<file path="src/rtl/sqclk_timer_pkg.sv">
package sqclk_timer_pkg;
  // Strobes from the control side to the counting datapath
  typedef struct packed {
    logic tick;      // one-cycle count enable
    logic clkOutEn;  // clock-output mode active
  } tmrStrobe_t;
endpackage

</file>
<file path="src/rtl/sqclk_timer_ctrl.sv">
module sqclk_timer_ctrl
  import sqclk_timer_pkg::*;
#(
  parameter int PW = 4
) (
  input  logic          clk,
  input  logic          rstN,
  input  logic          ctlWe,
  input  logic          ctlRun,
  input  logic          ctlGate,
  input  logic          ctlClkOut,
  input  logic          prescWe,
  input  logic [PW-1:0] prescVal,
  input  logic          gateIn,
  output tmrStrobe_t    strobe
);
  logic          runQ, gateQ, clkOutQ;
  logic [PW-1:0] prescQ;
  logic [PW-1:0] preCnt;
  logic          countEn;
  logic          tick;

  always_ff @(posedge clk) begin
    if (!rstN) begin
      runQ    <= 1'b0;
      gateQ   <= 1'b0;
      clkOutQ <= 1'b0;
      prescQ  <= '0;
    end else begin
      if (ctlWe) begin
        runQ    <= ctlRun;
        gateQ   <= ctlGate;
        clkOutQ <= ctlClkOut;
      end
      if (prescWe) prescQ <= prescVal;
    end
  end

  // Counting allowed when running and, if gated, the gate input is high
  assign countEn = runQ && (!gateQ || gateIn);
  assign tick    = countEn && (preCnt == prescQ);

  always_ff @(posedge clk) begin
    if (!rstN || !runQ) begin
      preCnt <= '0;
    end else if (countEn) begin
      preCnt <= tick ? '0 : preCnt + 1'b1;
    end
  end

  assign strobe.tick     = tick;
  assign strobe.clkOutEn = clkOutQ;

  // prescaler restarts while stopped
  p_presc_idle_r2: assert property (@(posedge clk) disable iff (!rstN)
    !runQ |=> (preCnt == '0));

  // a low gate input freezes the prescaler when gating is on
  p_gate_hold_r8: assert property (@(posedge clk) disable iff (!rstN)
    (runQ && gateQ && !gateIn) |=> $stable(preCnt));

endmodule

</file>
<file path="src/rtl/sqclk_timer_dp.sv">
module sqclk_timer_dp
  import sqclk_timer_pkg::*;
#(
  parameter int W = 8
) (
  input  logic         clk,
  input  logic         rstN,
  input  tmrStrobe_t   strobe,
  input  logic         reloadWe,
  input  logic [W-1:0] reloadVal,
  input  logic         intAck,
  output logic [W-1:0] cntOut,
  output logic         ovfFlag,
  output logic         pinOut,
  output logic         pinOe
);
  localparam logic [W-1:0] CntMax = '1;

  logic [W-1:0] cnt;
  logic [W-1:0] reloadQ;
  logic         flagQ;
  logic         pinQ;
  logic         ovf;

  assign ovf = strobe.tick && (cnt == CntMax);

  always_ff @(posedge clk) begin
    if (!rstN) reloadQ <= '0;
    else if (reloadWe) reloadQ <= reloadVal;
  end

  always_ff @(posedge clk) begin
    if (!rstN) cnt <= '0;
    else if (ovf) cnt <= reloadQ;
    else if (strobe.tick) cnt <= cnt + 1'b1;
  end

  // Overflow wins over acknowledge in the same cycle
  always_ff @(posedge clk) begin
    if (!rstN) flagQ <= 1'b0;
    else if (ovf) flagQ <= 1'b1;
    else if (intAck) flagQ <= 1'b0;
  end

  always_ff @(posedge clk) begin
    if (!rstN) pinQ <= 1'b0;
    else if (ovf && strobe.clkOutEn) pinQ <= ~pinQ;
  end

  assign cntOut  = cnt;
  assign ovfFlag = flagQ;
  assign pinOut  = pinQ;
  assign pinOe   = strobe.clkOutEn;

  // overflow loads the reload value
  p_reload_r3: assert property (@(posedge clk) disable iff (!rstN)
    (strobe.tick && cnt == CntMax) |=> (cnt == $past(reloadQ)));

  // no tick, no change
  p_hold_r7: assert property (@(posedge clk) disable iff (!rstN)
    !strobe.tick |=> $stable(cnt));

  // overflow raises the flag
  p_flag_set_r4: assert property (@(posedge clk) disable iff (!rstN)
    (strobe.tick && cnt == CntMax) |=> flagQ);

  // acknowledge alone clears the flag
  p_ack_clear_r5: assert property (@(posedge clk) disable iff (!rstN)
    (intAck && !(strobe.tick && cnt == CntMax)) |=> !flagQ);

  // pin inverts on overflow in clock-output mode
  p_pin_toggle_r6: assert property (@(posedge clk) disable iff (!rstN)
    (strobe.tick && cnt == CntMax && strobe.clkOutEn) |=> (pinQ != $past(pinQ)));

  // pin frozen outside clock-output mode
  p_pin_frozen_r9: assert property (@(posedge clk) disable iff (!rstN)
    !strobe.clkOutEn |=> $stable(pinQ));

endmodule

</file>
<file path="src/rtl/sqclk_timer.sv">
module sqclk_timer
  import sqclk_timer_pkg::*;
#(
  parameter int W  = 8,
  parameter int PW = 4
) (
  input  logic          clk,
  input  logic          rstN,
  input  logic          ctlWe,
  input  logic          ctlRun,
  input  logic          ctlGate,
  input  logic          ctlClkOut,
  input  logic          reloadWe,
  input  logic [W-1:0]  reloadVal,
  input  logic          prescWe,
  input  logic [PW-1:0] prescVal,
  input  logic          gateIn,
  input  logic          intAck,
  output logic [W-1:0]  cntOut,
  output logic          ovfFlag,
  output logic          pinOut,
  output logic          pinOe
);
  tmrStrobe_t strobe;

  sqclk_timer_ctrl #(.PW(PW)) ctrl_i (
    .clk(clk), .rstN(rstN),
    .ctlWe(ctlWe), .ctlRun(ctlRun), .ctlGate(ctlGate), .ctlClkOut(ctlClkOut),
    .prescWe(prescWe), .prescVal(prescVal),
    .gateIn(gateIn),
    .strobe(strobe)
  );

  sqclk_timer_dp #(.W(W)) dp_i (
    .clk(clk), .rstN(rstN),
    .strobe(strobe),
    .reloadWe(reloadWe), .reloadVal(reloadVal),
    .intAck(intAck),
    .cntOut(cntOut), .ovfFlag(ovfFlag),
    .pinOut(pinOut), .pinOe(pinOe)
  );

  // quiet outputs right after reset
  p_reset_quiet_r1: assert property (@(posedge clk)
    !rstN |=> (!pinOut && !pinOe && !ovfFlag && cntOut == '0));

endmodule

</file>
<file path="config.mk">
export PLATFORM = sky130hd
export DESIGN_NAME = sqclk_timer
export DESIGN_NICKNAME = d
export VERILOG_FILES = /design/src/rtl/sqclk_timer_pkg.sv /design/src/rtl/sqclk_timer_ctrl.sv /design/src/rtl/sqclk_timer_dp.sv /design/src/rtl/sqclk_timer.sv
export SDC_FILE = /design/constraint.sdc
export NUM_CORES = 1
export LEC_CHECK = 0
export BUFFER_PORTS_ARGS = -buffer_cell sky130_fd_sc_hd__buf_4
export CAP_MARGIN = 20
export CELL_PAD_IN_SITES_DETAIL_PLACEMENT = 0
export CELL_PAD_IN_SITES_GLOBAL_PLACEMENT = 1
export CORE_UTILIZATION = 36
export CTS_CLUSTER_DIAMETER = 120
export DETAILED_ROUTE_END_ITERATION = 7
export GPL_TIMING_DRIVEN = 0
export PLACE_DENSITY_LB_ADDON = 0.1
export REMOVE_ABC_BUFFERS = 1
export SYNTH_ARGS = -nofsm -noshare
export SYNTH_HDL_FRONTEND = slang
export SYNTH_HIERARCHICAL = 1
export SYNTH_SLANG_ARGS = --single-unit
</file>
<file path="constraint.sdc">
create_clock -name clk -period 2.1 [get_ports clk]
set_input_delay 0.42 -clock clk [delete_from_list [all_inputs] [get_ports clk]]
set_output_delay 0.42 -clock clk [all_outputs]
set_load 0.02 [all_outputs]
</file>
==> reports/results.ini <==
[grt]
grt_util_met1_pct = 17.6
grt_use_met3_pct = 3.70
antenna_found_initial = 0
grtUsageMet2_pct = 26.6
grt.overflow.total = 0
grt_pass1_vias = 1043
grt_pass1_wl_mm = 4.82
grt_usage_pct = 15.6
grt_max_degree = 29
busiest_layer = met2

[synthesis]
synth_area_um2 = 1410
ys.flop_type = dfxtp_1
yosys.area.top_type = dfxtp_1
synthCells = 146
synth_seq_cells = 29
syn_area_per_cell_um2 = 9.66
yosys.cell_types.count = 41
synthArstFlopShare_pct = 0
synth_top_area_share_pct = 41.2
synthTopCellsByArea = dfxtp_1 (41%), mux2i_1 (13%), nor2b_1 (7.5%)
synth-edff-count = 0
yosys_warnings = 6
yosysSeqAreaShare_pct = 41.2

[cts]
cts_buffers = 5
insertion_delay_ns = 0.28
cts_buffer_depth = 2
cts_root_buffer = clkbuf_8
cts_tree = done
clk_pin_slew_ns = 0.06
ctsHoldBuffers = 0
htreeDepth = 2
clkSinkCount = 29

[final_layout]
fin_util_pct = 49.0
n_antenna_cell = 0
multiInputGateArea_um2 = 776
area_growth_pct = 29.2
drive_above_1_share_pct = 32.2
nNetsFinal = 206
register_area_um2 = 581
fin_area_um2 = 1820
nFillCells = 379

[sta]
period_share_pct = 93.1
max_freq_mhz = 511
fin_ws_ns = 0.145
slew_violations = 0
final-setup-viol-count = 0
hold_violations = 0
rsz0062_at_grt = false
layout_min_cycle_time_ns = 1.96
whs_ns = 0.398
max-slew-margin-rel_pct = 78.9
fin_skew_ns = 0.00553
worst_pin_slew_ns = 0.315

[power_and_ir_drop]
leakagePower_nw = 0.792
pwr_density_cell_nw_per_um2 = 674
peakVddDrop_v = 0.000389
power_mw = 1.23

[floorplanning]
fp.dieH_um = 64.6
rows = 22
start_util_pct = 37.9
core_um2 = 3720
io_pins = 33
die_w_um = 64.6
die_area_um2 = 4170

[routing]
routedWlPerCell_um = 12.7
drt-total-wl_mm = 2.94
vias = 1125
antenna_left = 0
post-route-drc-count = 0
via_per_inst = 4.87
drt-pass1-iter-count = 4
drt-initial-drc-count = 44

[critical_path]
reg2reg_from = ctrl_i/preCnt[1]
cp_max_fo = 8
crit_required_ns = 2.27
path_cells = xor2_1 -> nor3_2 -> and2_4 -> and2_1 -> and3_4 -> mux2i_1 -> a21oi_1
crit_path_top_delay_cell = dfxtp_1
end_kind = flip-flop
path_class = flip-flop to flip-flop
worst-path-buf-inv = 0
cp_top_family = simple AND/OR/NAND/NOR gates
critical-path-max-stage-delay_ns = 0.34
startpoint = ctrl_i/preCnt[1]
arrival_ns = 2.12
cp-start-kind = flip-flop

[placement]
dpl_cell_area_um2 = 1640
hpwl_mm = 2.03
dp_slack_ns = -0.511
place_congestion = 0.664
port_buffers = 32

[worst_hold_path]
hp-start = reloadVal[2]
hp-class = input pin to flip-flop

[run_status]
status = finished clean

[flow_run]
max-cap-violations = 0

-- kinds of logic after synthesis --
kind of cell,share of synthesized area [%]
AO/OA/AOI/OAI,12.8
XOR/XNOR,3.11
adder cells (fa/ha/maj),1.77
buffers and inverters,5.50
flip-flops,41.2
multiplexers,12.8
AND/OR/NAND/NOR,22.9
-- synth_stat cells (3+ instances only) --
cell type / number
a21oi_1: 4
and2_1: 3
and3_1: 6
buf_4: 3
clkbuf_1: 3
dfxtp_1: 29
mux2i_1: 18
nand2_1: 7
nand3_1: 3
nand4_1: 4
nor2_1: 5
nor2b_1: 17
nor3_1: 3
o21ai_0: 4
xor2_1: 4
-- stage by stage --
step | cells | setup TNS, ns
2_1_floorplan | 136 | 0
6_report | 231 | 0
3_3_place_gp | 216 | -2.75
3_5_place_dp | 216 | -3.06
4_1_cts | 224 | 0
5_1_grt | 231 | 0
-- layout make-up --
| type | instances | area share, % |
|---|---|---|
| flip-flops and latches | 29 | 31.9 |
| repair buffers | 39 | 16.1 |
| multi-input cells | 104 | 42.6 |
| clock inverters | 1 | 0.275 |
| inverters | 3 | 0.618 |
| clock buffers | 7 | 5.29 |
| well taps | 48 | 3.30 |
-- per-layer routing --
metal	part of all wire, %	up-vias
met3	3.1	7
li1	-	586
met1	44	515
met2	50	17
met5	0	-
met4	2.4	0
-- cells in the final DEF (no fill, tap or decap), types with 2 or more instances in the layout --
cell type | Yosys | final
buf_4 | 3 | 39
mux2i_1 | 18 | 18
a221oi_2 | 2 | 2
and3_1 | 6 | 5
ha_1 | 2 | 2
dfxtp_1 | 29 | 29
nand3_1 | 3 | 3
and2_1 | 3 | 2
nor2_1 | 5 | 5
o31ai_1 | 2 | 2
inv_1 | 2 | 2
clkbuf_8 | 0 | 7
nand4_1 | 4 | 4
nand2_1 | 7 | 7
o21a_1 | 2 | 2
xor2_1 | 4 | 4
o21ai_0 | 4 | 4
a21oi_1 | 4 | 4
nor2b_1 | 17 | 17
-- registers in the layout, summed over array words and instances (netlist names) --
register	flops
dp_i/ovfFlag	1
ctrl_i/gateQ	1
ctrl_i/preCnt	4
ctrl_i/runQ	1
dp_i/reloadQ	8
ctrl_i/clkOutQ	1
ctrl_i/prescQ	4
dp_i/cntOut	8
dp_i/pinOut	1
-- where the power goes --
| group | switching [mW] | internal [mW] |
|---|---|---|
| sequential | 0.0165 | 0.571 |
| combinational | 0.0603 | 0.0798 |
| clock | 0.205 | 0.296 |
| total | 0.281 | 0.946 |
-- worst paths after layout --
kind | to | slack (ns) | cells after the start
max | dp_i/cntOut[1] | 0.14 | 7
min | dp_i/reloadQ[2] | 0.40 | 3
max reg2reg | dp_i/cntOut[1] | 0.14 | 7
min reg2reg | dp_i/cntOut[4] | 0.49 | 2
-- worst reg2reg max path, cell delays in order (launching register included) --
cell and delay, ns:
dfxtp_1 0.34, xor2_1 0.17, nor3_2 0.33, and2_4 0.25, and2_1 0.21, and3_4 0.28, mux2i_1 0.20, a21oi_1 0.09
-- repair_timing --
| action | 4_1_cts | 5_1_grt |
|---|---|---|
| pin swaps | 1 | 2 |
| resized for setup | 5 | 2 |
| buffers inserted | 0 | 7 |
| endpoints found under the hold margin | 0 | 0 |
| endpoints found under the setup margin | 10 | 5 |
(Power assumes the default switching activity.)
